$ cat src/rtl/pmad_pkg.sv
package pmad_pkg;
  localparam int DATA_W  = 64;
  localparam int HALF_W  = 16;
  localparam int BYTE_W  = 8;
  localparam int HLANES  = DATA_W / HALF_W;
  localparam int BLANES  = DATA_W / BYTE_W;
  localparam int PROD_W  = 2 * HALF_W + 1;
  localparam int MSUM_W  = PROD_W + $clog2(HLANES);
  localparam int PAIR_W  = 2 * HALF_W;

  typedef enum logic [2:0] {
    OP_MADD = 3'd0,
    OP_MUL  = 3'd1,
    OP_MSUM = 3'd2,
    OP_SADB = 3'd3,
    OP_SADH = 3'd4
  } op_e;
endpackage

$ cat src/rtl/pmad_mul_lanes.sv
module pmad_mul_lanes #(
  parameter int DW     = 64,
  parameter int LW     = 16,
  parameter int NL     = DW / LW,
  parameter int PW     = 2 * LW + 1
) (
  input  logic [DW-1:0]        a_i,
  input  logic [DW-1:0]        b_i,
  input  logic                 sign_i,
  output logic [NL-1:0][PW-1:0] prod_o
);
  for (genvar k = 0; k < NL; k++) begin : g_lane
    logic signed [LW:0]     ea, eb;
    logic signed [2*LW+1:0] full;
    always_comb begin
      ea   = {sign_i & a_i[k*LW+LW-1], a_i[k*LW +: LW]};
      eb   = {sign_i & b_i[k*LW+LW-1], b_i[k*LW +: LW]};
      full = ea * eb;
      prod_o[k] = full[PW-1:0];
    end
  end
endmodule

$ cat src/rtl/pmad_sad.sv
module pmad_sad #(
  parameter int DW    = 64,
  parameter int LW    = 8,
  parameter int NL    = DW / LW,
  parameter int SUM_W = LW + $clog2(NL)
) (
  input  logic [DW-1:0]    a_i,
  input  logic [DW-1:0]    b_i,
  output logic [SUM_W-1:0] sum_o
);
  logic [NL-1:0][LW-1:0] diff;

  for (genvar k = 0; k < NL; k++) begin : g_lane
    logic [LW-1:0] x, y;
    always_comb begin
      x = a_i[k*LW +: LW];
      y = b_i[k*LW +: LW];
      diff[k] = (x >= y) ? (x - y) : (y - x);
    end
  end

  always_comb begin
    sum_o = '0;
    for (int k = 0; k < NL; k++) sum_o = sum_o + SUM_W'(diff[k]);
  end
endmodule

$ cat src/rtl/pmad_unit.sv
module pmad_unit
  import pmad_pkg::*;
(
  input  logic              clk_i,
  input  logic              rst_ni,
  input  logic [2:0]        op_i,
  input  logic              sign_i,
  input  logic              hi_i,
  input  logic [DATA_W-1:0] a_i,
  input  logic [DATA_W-1:0] b_i,
  output logic [DATA_W-1:0] res_o
);
  localparam int SADB_W = BYTE_W + $clog2(BLANES);
  localparam int SADH_W = HALF_W + $clog2(HLANES);

  logic [HLANES-1:0][PROD_W-1:0] prod;
  logic [SADB_W-1:0]             sadb;
  logic [SADH_W-1:0]             sadh;
  logic [MSUM_W-1:0]             msum;
  logic [DATA_W-1:0]             madd_r, mul_r, msum_r, nxt;

  pmad_mul_lanes #(.DW(DATA_W), .LW(HALF_W), .NL(HLANES), .PW(PROD_W)) u_mul (
    .a_i(a_i), .b_i(b_i), .sign_i(sign_i), .prod_o(prod)
  );

  pmad_sad #(.DW(DATA_W), .LW(BYTE_W), .NL(BLANES), .SUM_W(SADB_W)) u_sadb (
    .a_i(a_i), .b_i(b_i), .sum_o(sadb)
  );

  pmad_sad #(.DW(DATA_W), .LW(HALF_W), .NL(HLANES), .SUM_W(SADH_W)) u_sadh (
    .a_i(a_i), .b_i(b_i), .sum_o(sadh)
  );

  // pair sums wrap at 32 bits
  always_comb begin
    for (int p = 0; p < HLANES / 2; p++)
      madd_r[p*PAIR_W +: PAIR_W] = prod[2*p][PAIR_W-1:0] + prod[2*p+1][PAIR_W-1:0];
  end

  always_comb begin
    for (int k = 0; k < HLANES; k++)
      mul_r[k*HALF_W +: HALF_W] = hi_i ? prod[k][PAIR_W-1:HALF_W] : prod[k][HALF_W-1:0];
  end

  // products are already sign-correct 33-bit values; unsigned ones have a 0 top bit
  always_comb begin
    msum = '0;
    for (int k = 0; k < HLANES; k++)
      msum = msum + {{(MSUM_W-PROD_W){prod[k][PROD_W-1]}}, prod[k]};
    msum_r = {{(DATA_W-MSUM_W){msum[MSUM_W-1]}}, msum};
  end

  always_comb begin
    unique case (op_i)
      OP_MADD: nxt = madd_r;
      OP_MUL:  nxt = mul_r;
      OP_MSUM: nxt = msum_r;
      OP_SADB: nxt = DATA_W'(sadb);
      OP_SADH: nxt = DATA_W'(sadh);
      default: nxt = '0;
    endcase
  end

  always_ff @(posedge clk_i or negedge rst_ni) begin
    if (!rst_ni) res_o <= '0;
    else         res_o <= nxt;
  end
endmodule

$ cat config.mk
export PLATFORM = sky130hd
export DESIGN_NAME = pmad_unit
export DESIGN_NICKNAME = d
export VERILOG_FILES = /design/src/rtl/pmad_pkg.sv /design/src/rtl/pmad_mul_lanes.sv /design/src/rtl/pmad_sad.sv /design/src/rtl/pmad_unit.sv
export SDC_FILE = /design/constraint.sdc
export NUM_CORES = 2
export LEC_CHECK = 0
export BUFFER_PORTS_ARGS = -buffer_cell sky130_fd_sc_hd__buf_2
export CORE_ASPECT_RATIO = 1.4
export CORE_MARGIN = 2
export CORE_UTILIZATION = 40
export CTS_CLUSTER_DIAMETER = 200
export DETAILED_ROUTE_END_ITERATION = 16
export PLACE_DENSITY_LB_ADDON = 0.08
export SKIP_LAST_GASP = 1
export SYNTH_ARGS = -nofsm -noshare
export SYNTH_HDL_FRONTEND = slang
export SYNTH_SLANG_ARGS = --single-unit
$ cat constraint.sdc
create_clock -name clk_i -period 0.8 [get_ports clk_i]
set_clock_uncertainty 0.05 [all_clocks]
set_input_delay 0.04 -clock clk_i [delete_from_list [all_inputs] [get_ports clk_i]]
set_output_delay 0.04 -clock clk_i [all_outputs]
set_load 0.02 [all_outputs]
==> impl_table.tex <==
\begin{tabular}{lr}
\hline
Metric & Value \\
\hline
\multicolumn{2}{l}{\textbf{Run status}} \\
\quad Outcome & finished, violations left \\
\quad Violated checks & negative setup slack \\
\multicolumn{2}{l}{\textbf{Synth}} \\
\quad Share of the yosys chip area belonging to registers & 2.566\% \\
\quad Count of flip-flops with a built-in enable after synthesis & 0 \\
\quad Net count after synthesis & 9,466 \\
\quad Largest cells by area after synthesis & sky130\_fd\_sc\_hd\_\_fa\_1 (42\%), sky130\_fd\_sc\_hd\_\_ha\_1 (14\%), sky130\_fd\_sc\_hd\_\_inv\_1 (10\%), sky130\_fd\_sc\_hd\_\_nand2\_1 (4.6\%), sky130\_fd\_sc\_hd\_\_nor2\_1 (3.9\%) \\
\quad Post-synthesis cell area & 62,410 um\^{}2 \\
\quad Yosys warns & 0 \\
\quad Total of flip-flops plus latches after synthesis & 64 \\
\quad Share of the synthesized area in the top cell type & 41.76\% \\
\quad Avg Synthesized Cell Area & 8.492 um\^{}2 \\
\quad Netlist cell types & 84 \\
\quad Most used flip-flop cell after synthesis & sky130\_fd\_sc\_hd\_\_dfrtp\_1 \\
\quad Dominant cell type by area after synthesis & sky130\_fd\_sc\_hd\_\_fa\_1 \\
\quad Asr flop ratio synth & 100.0\% \\
\quad Number of instances in the synthesized netlist & 7,349 \\
\multicolumn{2}{l}{\textbf{Timing}} \\
\quad Number of setup violations in the final report & 128 \\
\quad Number of max-slew violations in the final report & 0 \\
\quad Minimum setup slack in the final design & -7.736 ns \\
\quad Worst rel slew slack & 56.73\% \\
\quad Final TNS setup & -466.76 ns \\
\quad Setup repair after global routing missed its margin & yes \\
\quad Final Hold Vio Count & 0 \\
\quad Final period utilization & 1067\% \\
\quad Actual transition at the worst max-transition pin & 0.6407 ns \\
\quad Upper clock frequency limit & 0.1172 GHz \\
\quad Minimum period implied by the final worst setup slack & 8.536 ns \\
\multicolumn{2}{l}{\textbf{Place}} \\
\quad Estimated wirelength of the detail-placed design & 231,400 um \\
\quad Number of input and output port buffers inserted & 198 \\
\quad Routability congestion estimate from global placement & 0.9907 \\
\multicolumn{2}{l}{\textbf{Critical path}} \\
\quad Highest-delay cell along the critical path & sky130\_fd\_sc\_hd\_\_fa\_1 \\
\quad Bufs and invs on worst path & 11 \\
\quad CP endpoint kind & register \\
\quad Arrival time of data at the critical path endpoint & 8.73 ns \\
\quad Critical path class & primary input to register \\
\quad Endpoint required time on the critical path & 1.00 ns \\
\quad Cell repeated most along the worst path & sky130\_fd\_sc\_hd\_\_fa\_1 \\
\quad Maximum fanout along the worst path & 6 \\
\quad CP delay by family, top & adder cells \\
\quad Biggest cell delay along the critical path & 0.60 ns \\
\quad Crit path launch type & primary input \\
\multicolumn{2}{l}{\textbf{Die}} \\
\quad Horiz. Die Dim & 337.8 um \\
\quad Floorplan die height & 471.4 um \\
\quad Placement row count & 171 \\
\quad Initial cell density of the core & 40.23\% \\
\quad Number of primary I/O pins & 199 \\
\quad Die outline area & 159,200 um\^{}2 \\
\quad Area inside the core boundary & 155,100 um\^{}2 \\
\multicolumn{2}{l}{\textbf{Drt}} \\
\quad WL final & 256,200 um \\
\quad Drt first pass iters & 5 \\
\quad Remaining DRCs & 0 \\
\quad Top Metal Used & met5 \\
\quad Metal1 wirelength & 97,120 um \\
\quad Routed met3 length & 10,410 um \\
\quad Via count normalized by instance count & 5.027 \\
\quad Met2 wire len & 130,700 um \\
\quad DR vias & 57,580 \\
\quad Antenna violation net count after detailed routing & 0 \\
\quad Routed length per instance & 22.37 um \\
\quad Number of DRC markers after the initial detailed-route iteration & 3,010 \\
\multicolumn{2}{l}{\textbf{Clock tree}} \\
\quad Root cell of the clock tree & sky130\_fd\_sc\_hd\_\_clkbuf\_16 \\
\quad Htree depth & 3 \\
\quad Worst-path clk slew & 0.06 ns \\
\quad Clock sinks & 64 \\
\quad Cts bufs inserted & 9 \\
\quad Clock tree from TritonCTS & built \\
\quad Max clock buf depth & 2 \\
\multicolumn{2}{l}{\textbf{Final layout}} \\
\quad Area of the multi-input gates & 56,300 um\^{}2 \\
\quad Number of fill cells in the layout & 14,800 \\
\quad Post-layout nets & 11,490 \\
\quad Layout overhead on the synthesized area & 37.51\% \\
\quad Largest registers in the final layout & res\_o: 64 flops \\
\quad Combined flip-flop and latch cell area & 1627 um\^{}2 \\
\quad Share of final-layout standard cells stronger than drive strength 1 & 30.93\% \\
\quad Utilization after layout & 55.33\% \\
\quad Biggest register & res\_o \\
\quad Number of flip-flops in the largest register & 64 \\
\multicolumn{2}{l}{\textbf{Global route}} \\
\quad Global-route congestion overflow total & 0 \\
\quad Largest net degree at the start of global routing & 26 \\
\quad Global-route wire length before repair & 386,200 um \\
\quad Via count of the first global-routing pass & 63,310 \\
\quad Number of antenna violations at the first check in global routing & 3 \\
\quad Gr usage total & 32.69\% \\
\multicolumn{2}{l}{\textbf{Hold path}} \\
\quad HP Class & primary input to asynchronous set/reset pin \\
\multicolumn{2}{l}{\textbf{Run}} \\
\quad Max Cap Viol & 0 \\
\hline
\end{tabular}
## cells in the final DEF (no fill, tap or decap), drive strengths merged, types with 18 or more instances in the layout
cell type  instances
o21ai            186
a21oi            305
nor2             655
nand2            762
o21a              27
and3              50
a21boi            18
mux2i             81
o221ai            23
a211oi            51
nand3             63
xnor2            237
xor2             120
nor3              60
fa              1302
o21bai            81
a22oi             19
nand4             25
clkinv            36
mux2              35
ha               680
buf             2238
a31oi             29
nand2b            28
inv             1709
dfrtp             64
a221oi            18
or3               25
nor2b             38
a21o             125
o211ai            36
and2              47
## path summary, 6_finish.rpt
check,to,start,slack [ns],cells after the start
worst min-delay path,res_o[60],rst_ni,0.03,2
max in group asynchronous,res_o[12],rst_ni,0.20,3
min in group clk_i,res_o[5],op_i[1],0.28,6
worst max-delay path,res_o[49],sign_i,-7.74,39
## what timing repair did
action,in CTS,in global routing
hold buffers,1,0
pin swaps,191,169
setup buffers,69,46
setup endpoints to repair,128,128
hold endpoints to repair,64,0
resized for setup,448,384
cloned,2,1
## cells by family (layout without fill, tap and decap cells)
| family | after synthesis | in the layout | share of synthesized area, % |
|---|---|---|---|
| AO/OA/AOI/OAI | 1041 | 1041 | 10.89 |
| flip-flops | 64 | 64 | 2.566 |
| buffers and inverters | 1988 | 4013 | 11.99 |
| AND/OR/NAND/NOR | 1801 | 1801 | 12.22 |
| adder cells (fa/ha/maj) | 1982 | 1982 | 55.40 |
| other | 0 | 3 | 0 |
| multiplexers | 116 | 116 | 1.931 |
| XOR/XNOR | 357 | 357 | 5.010 |
## per-stage QoR
stage | cells | setup slack [ns] | hold WS [ns] | instance area [um^2]
final | 11450 | -7.736 | 0.02725 | 85820
after global routing | 11450 | -7.956 | 0.05449 | 85810
after CTS | 11410 | -7.577 | 0.01242 | 84300
after detailed placement | 11330 | -8.412 | -0.1198 | 81560
after global placement | 11330 | -8.436 | -0.1203 | 81560
after floorplan | 7349 | -7.185 | -0.3056 | 64270
## layer usage
layer  up-vias  track usage, %
met5         -               0
met4         2           18.10
met3       482           3.251
met2      1398           58.85
met1     29020           37.63
li1      26680               -
## Yosys cell counts, drive strengths merged, types with 51 or more instances
| master | instances |
|---|---|
| mux2i | 81 |
| fa | 1302 |
| a21oi | 305 |
| o21ai | 186 |
| dfrtp | 64 |
| ha | 680 |
| clkbuf | 200 |
| nor3 | 60 |
| xor2 | 120 |
| a211oi | 51 |
| o21bai | 81 |
| inv | 1718 |
| xnor2 | 237 |
| nand3 | 63 |
| nand2 | 762 |
| a21o | 125 |
| nor2 | 655 |
## final cells by class
class                           instances  share of cell area [%]
Tap cell                             2076                   3.027
Clock inverter                          6                 0.04374
Antenna cell                            3                0.008748
Multi-Input combinational cell       5297                   65.60
Inverter                             1751                   7.943
Timing Repair Buffer                 2247                   21.22
Clock buffer                            9                  0.2624
Sequential cell                        64                   1.895
Power is left out: the tool's default activity adds up to more than one toggle a clock period on the data nets, which glitch-free logic cannot reach.
